`src/rtl/grp_irq_expander.sv`:
```
module grp_irq_expander #(
  parameter int NGRP = 12,
  parameter int NLINE = 8,
  parameter int DW = 16,
  parameter int AW = 6,
  parameter logic [15:0] DEF_VEC = 16'hFFF0,
  localparam int GW = $clog2(NGRP),
  localparam int LW = $clog2(NLINE)
) (
  input  logic                   clk,
  input  logic                   rst_n,
  input  logic [NGRP*NLINE-1:0]  irq_in,
  input  logic                   wr_en,
  input  logic [AW-1:0]          addr,
  input  logic [DW-1:0]          wdata,
  output logic [DW-1:0]          rdata,
  output logic [NGRP-1:0]        cpu_int,
  input  logic                   cpu_ack,
  input  logic [GW-1:0]          cpu_ack_grp,
  output logic [DW-1:0]          vec_addr
);
  localparam int ACK_ADDR = 1;
  localparam int FLAG_BASE = 16;
  localparam int EN_BASE = 32;

  logic [NLINE-1:0] flag_q [NGRP];
  logic [NLINE-1:0] en_q   [NGRP];
  logic [NLINE-1:0] flag_nxt [NGRP];
  logic [LW-1:0]    win_line [NGRP];
  logic [NGRP-1:0]  pend_any, ack_q, int_q, fire, ack_clr;
  logic [DW-1:0]    ctrl_q;
  logic             sel_any;
  logic [LW-1:0]    sel_line;

  assign fire    = pend_any & ~ack_q;
  assign ack_clr = (wr_en && addr == AW'(ACK_ADDR)) ? wdata[NGRP-1:0] : '0;
  assign cpu_int = int_q;

  always_comb begin
    for (int g = 0; g < NGRP; g++) begin
      pend_any[g] = |(flag_q[g] & en_q[g]);
      win_line[g] = '0;
      for (int l = NLINE-1; l >= 0; l--)
        if (flag_q[g][l] && en_q[g][l]) win_line[g] = LW'(l);
      flag_nxt[g] = flag_q[g];
      if (wr_en && addr == AW'(FLAG_BASE + g)) flag_nxt[g] = wdata[NLINE-1:0];
      if (cpu_ack && cpu_ack_grp == GW'(g) && pend_any[g]) flag_nxt[g][win_line[g]] = 1'b0;
      flag_nxt[g] = flag_nxt[g] | irq_in[g*NLINE +: NLINE];
    end
  end

  always_ff @(posedge clk) begin
    if (!rst_n) begin
      for (int g = 0; g < NGRP; g++) begin
        flag_q[g] <= '0;
        en_q[g]   <= '0;
      end
      ack_q  <= '0;
      int_q  <= '0;
      ctrl_q <= '0;
    end else begin
      for (int g = 0; g < NGRP; g++) begin
        flag_q[g] <= flag_nxt[g];
        if (wr_en && addr == AW'(EN_BASE + g)) en_q[g] <= wdata[NLINE-1:0];
      end
      if (wr_en && addr == '0) ctrl_q <= wdata;
      ack_q <= (ack_q & ~ack_clr) | fire;
      int_q <= fire;
    end
  end

  always_comb begin
    rdata = '0;
    if (addr == '0) rdata = ctrl_q;
    if (addr == AW'(ACK_ADDR)) rdata = DW'(ack_q);
    for (int g = 0; g < NGRP; g++) begin
      if (addr == AW'(FLAG_BASE + g)) rdata = DW'(flag_q[g]);
      if (addr == AW'(EN_BASE + g)) rdata = DW'(en_q[g]);
    end
  end

  always_comb begin
    sel_any = 1'b0;
    sel_line = '0;
    for (int g = 0; g < NGRP; g++)
      if (cpu_ack_grp == GW'(g)) begin
        sel_any = pend_any[g];
        sel_line = win_line[g];
      end
  end

  assign vec_addr = (ctrl_q[0] && sel_any)
                  ? {ctrl_q[DW-1:1], 1'b0} + DW'(cpu_ack_grp) * DW'(NLINE) + DW'(sel_line)
                  : DEF_VEC;
endmodule


```
`config.mk`:
```
export PLATFORM = sky130hd
export DESIGN_NAME = grp_irq_expander
export DESIGN_NICKNAME = d
export VERILOG_FILES = /design/src/rtl/grp_irq_expander.sv
export SDC_FILE = /design/constraint.sdc
export NUM_CORES = 1
export LEC_CHECK = 0
export ABC_AREA = 1
export BUFFER_PORTS_ARGS = -buffer_cell sky130_fd_sc_hd__buf_2
export CAP_MARGIN = 30
export CORE_MARGIN = 5
export CORE_UTILIZATION = 35
export CTS_BUF_LIST = sky130_fd_sc_hd__clkbuf_8
export CTS_CLUSTER_DIAMETER = 30
export DETAILED_ROUTE_END_ITERATION = 10
export MAX_ROUTING_LAYER = met4
export SYNTH_ARGS = -nofsm -noshare
export SYNTH_HDL_FRONTEND = slang
export SYNTH_SLANG_ARGS = --single-unit
```
`constraint.sdc`:
```
create_clock -name clk -period 9.95 [get_ports clk]
set_input_delay 0.995 -clock clk [delete_from_list [all_inputs] [get_ports clk]]
set_output_delay 0.995 -clock clk [all_outputs]
set_load 0.01 [all_outputs]
```
==> flow_summary.ini <==
[clock_network]
cts_sinks = 232
post_cts_resized = 0
cts_tree = done
clk_pin_slew_ps = 50
cts_buffer_depth = 3
post_cts_buffers = 0
numCtsBuffers = 59
cts_hold_buffers = 0
h-tree-depth = 2
clk-insertion-delay-late_ps = 630
root_buffer = clkbuf_8

[synthesis]
synth.net_count = 2171
ys_seq_area_frac = 0.412
synthesis.area_um2 = 13600
yosysUniqueCellTypes = 49
yosys_warnings = 0
synth_ff_type = dfxtp_1
synthArstFlopShare = 0
syn_inst = 2038
ys_seq_elements = 232
syn_area_per_cell_um2 = 6.68
synth_edf_count = 96

[timing]
fin_tns_setup_ps = 0
fin_crit_ps = 5830
setup_violations = 0
rsz0062_at_grt = false
fin_crit_sh = 0.586
worstMarginPinSlew_ps = 1060
drv_slew = 0
layout_setup_ws_ps = 4120
fin_skew_ps = 42.3
relSlewSlack = 0.291
whs_ps = 473
hold_viol = 0
fmax_ghz = 0.171

[power_and_ir_drop]
switchingPower_w = 0.000798
internal-power_w = 0.00197
leakage_nw = 7.60
p_clk_frac = 0.465
p_sw_frac = 0.288
p_per_area_nw_per_um2 = 170
p_comb_frac = 0.136
p_seq_frac = 0.400
max-vdd-ir-drop_v = 0.0000804

[setup_path]
endpoint = vec_addr[15]
crit_path_start = en_q[0][15]$_SDFFCE_PN0P_
critPathKind = reg2out
start_kind = flop
cp_slowest_cell = o21ai_0
critPathArrivalTime_ps = 4840
critPathMaxStageDelay_ps = 510
crit_fanout = 3
reg2reg_depth = 11
reg2reg_slack_ps = 7750
reg2reg_from = flag_q[1][23]$_SDFF_PN0_
worstSetupEndpointType = output pin
crit_required_ps = 8960
rr_endpoint = flag_q[1][23]$_SDFF_PN0_
cp_common_cell = nand2_1

[run_status]
outcome = finished clean

[grt]
overflow = 0
grt_max_degree = 84
antenna_found_initial = 2
grt_pass1_wl_um = 81400
grtUsageTotal = 0.250
grt_pass1_vias = 13836

[drt]
wl_per_cell_um = 19.4
ant_nets = 0
drtPass1Iterations = 6
wl_um = 54200
drc = 0
drt_iter0_drc = 1234
vias_per_cell = 5.16
vias = 14381

[final_layout]
area_growth_pct = 19.9
drive_above_1_share = 0.141
fin_cells = 2787
nNetsFinal = 2355
antennaDiodeCount = 0

[die]
die_y_um = 207
die_x_um = 207
dieArea_um2 = 42900
core.rowCount = 72
num_io_pins = 170
core_area_um2 = 38600
initial_core_util = 0.353

[worst_hold_path]
hold_path.class = reg2reg

[run]
maxCapViolations = 0

[placement]
dpl_worst_slack_ps = 4340
port_buffers = 169
place_congestion = 0.966
place_hpwl_um = 40500
dp.cells = 2678
[Yosys cell counts, types with 2 or more instances]
cell type	instances	area share
nor2_2	6	0.0028
clkinv_1	2	0.00055
xor2_1	10	0.0064
nor2_1	245	0.068
or2_2	10	0.0046
a31oi_1	2	0.00092
o21bai_1	2	0.0011
or2_1	5	0.0023
nand4_1	48	0.022
or2_0	3	0.0014
o22ai_1	7	0.0032
nor3_1	20	0.0074
buf_6	2	0.0017
nand3_2	2	0.0015
nand3b_1	2	0.0011
nand2_1	548	0.15
nand2_2	3	0.0014
ha_1	6	0.0055
a221oi_1	4	0.0026
a21boi_0	11	0.0061
o21ai_0	262	0.096
dfxtp_1	136	0.20
nand3_1	62	0.023
edfxtp_1	96	0.21
a21oi_1	151	0.056
o21ai_1	2	0.00074
inv_1	289	0.080
nor3b_1	2	0.0011
clkbuf_1	52	0.014
o211ai_1	5	0.0028
o2111ai_1	2	0.0013
inv_2	17	0.0047
nor2_4	8	0.0066
[routing by layer]
layer / wire length, um / track usage / vias up
met1: 23800 / 0.329 / 6678
met2: 24700 / 0.393 / 600
met3: 3920 / 0.0416 / 119
li1: - / - / 6984
met5: 0 / - / -
met4: 1730 / 0.0816 / 0
[critical path: cells and delay by family (launching register included)]
kind	cells	cell delay (ps)
AND/OR/NAND/NOR	10	970
flip-flops	1	410
buffers and inverters	3	240
XOR/XNOR	1	60
AO/OA/AOI/OAI	10	1850
adder cells (fa/ha/maj)	2	660
[power by group through the flow]
stage / clock network (W) / registers [W] / logic [W]
2_1_floorplan: 0 / 0.00111 / 0.000215
6_report: 0.00129 / 0.00111 / 0.000377
3_3_place_gp: 0 / 0.00112 / 0.000361
5_1_grt: 0.00136 / 0.00111 / 0.000417
4_1_cts: 0.00131 / 0.00111 / 0.000371
3_5_place_dp: 0 / 0.00112 / 0.000369
[cells in the final DEF (no fill, tap or decap), types with 3 or more instances in the layout]
master	Yosys	layout
clkinv_2	0	17
nand3_1	62	62
nor3_1	20	20
clkbuf_8	0	65
inv_1	289	305
bufinv_16	0	8
nor2_2	6	6
o22ai_1	7	7
ha_1	6	6
nand4_1	48	48
inv_2	17	17
or2_2	10	10
a221oi_1	4	4
a21oi_1	151	151
nor2_4	8	8
edfxtp_1	96	96
or2_1	5	5
o211ai_1	5	5
dfxtp_1	136	136
buf_4	0	4
buf_2	1	170
xor2_1	10	10
o21ai_0	262	262
nor2_1	245	245
buf_16	0	4
nand2_2	3	3
or2_0	3	3
a21boi_0	11	11
nand2_1	548	548
[area by class of cell]
type | count | area [um2]
Fill cell | 4149 | 22200
Multi-Input combinational cell | 1443 | 6630
Sequential cell | 232 | 5610
Inverter | 308 | 1160
Timing Repair Buffer | 178 | 991
Clock buffer | 65 | 895
Tap cell | 518 | 648
Clock inverter | 43 | 398
[kinds of logic (layout without fill, tap and decap cells)]
logic type,Yosys count,in the layout,share of synthesized area
AO/OA/AOI/OAI,457,457,0.176
XOR/XNOR,10,10,0.00643
adder cells (fa/ha/maj),7,7,0.00699
buffers and inverters,363,594,0.101
flip-flops,232,232,0.412
AND/OR/NAND/NOR,969,969,0.297
[flip-flops by register name, indices dropped and copies added (netlist names)]
| signal | cells |
|---|---|
| flag_q | 96 |
| ctrl_q | 16 |
| ack_q | 12 |
| en_q | 96 |
| cpu_int | 12 |
[through the flow]
step / power [W] / cell area [um2] / util
3_5_place_dp: 0.00149 / 15000 / 0.389
4_1_cts: 0.00279 / 16300 / 0.423
5_1_grt: 0.00289 / 16300 / 0.423
3_3_place_gp: 0.00148 / 14900 / 0.387
6_report: 0.00277 / 16300 / 0.423
2_1_floorplan: 0.00132 / 13600 / -
[worst min path at each step]
| stage | endpoint | start | slack [ps] | cells past startpoint |
|---|---|---|---|---|
| 2_1_floorplan | ack_q[11]$_SDFF_PN0_ | ack_q[11]$_SDFF_PN0_ | 450 | 2 |
| 3_3_place_gp | ack_q[7]$_SDFF_PN0_ | ack_q[7]$_SDFF_PN0_ | 460 | 2 |
| 3_5_place_dp | ack_q[2]$_SDFF_PN0_ | ack_q[2]$_SDFF_PN0_ | 470 | 2 |
| 4_1_cts | ack_q[2]$_SDFF_PN0_ | ack_q[2]$_SDFF_PN0_ | 470 | 2 |
| 5_1_grt | ack_q[2]$_SDFF_PN0_ | ack_q[2]$_SDFF_PN0_ | 500 | 2 |
| 6_report | ack_q[9]$_SDFF_PN0_ | ack_q[9]$_SDFF_PN0_ | 470 | 2 |
No activity file was read; power rests on OpenSTA's default activity.
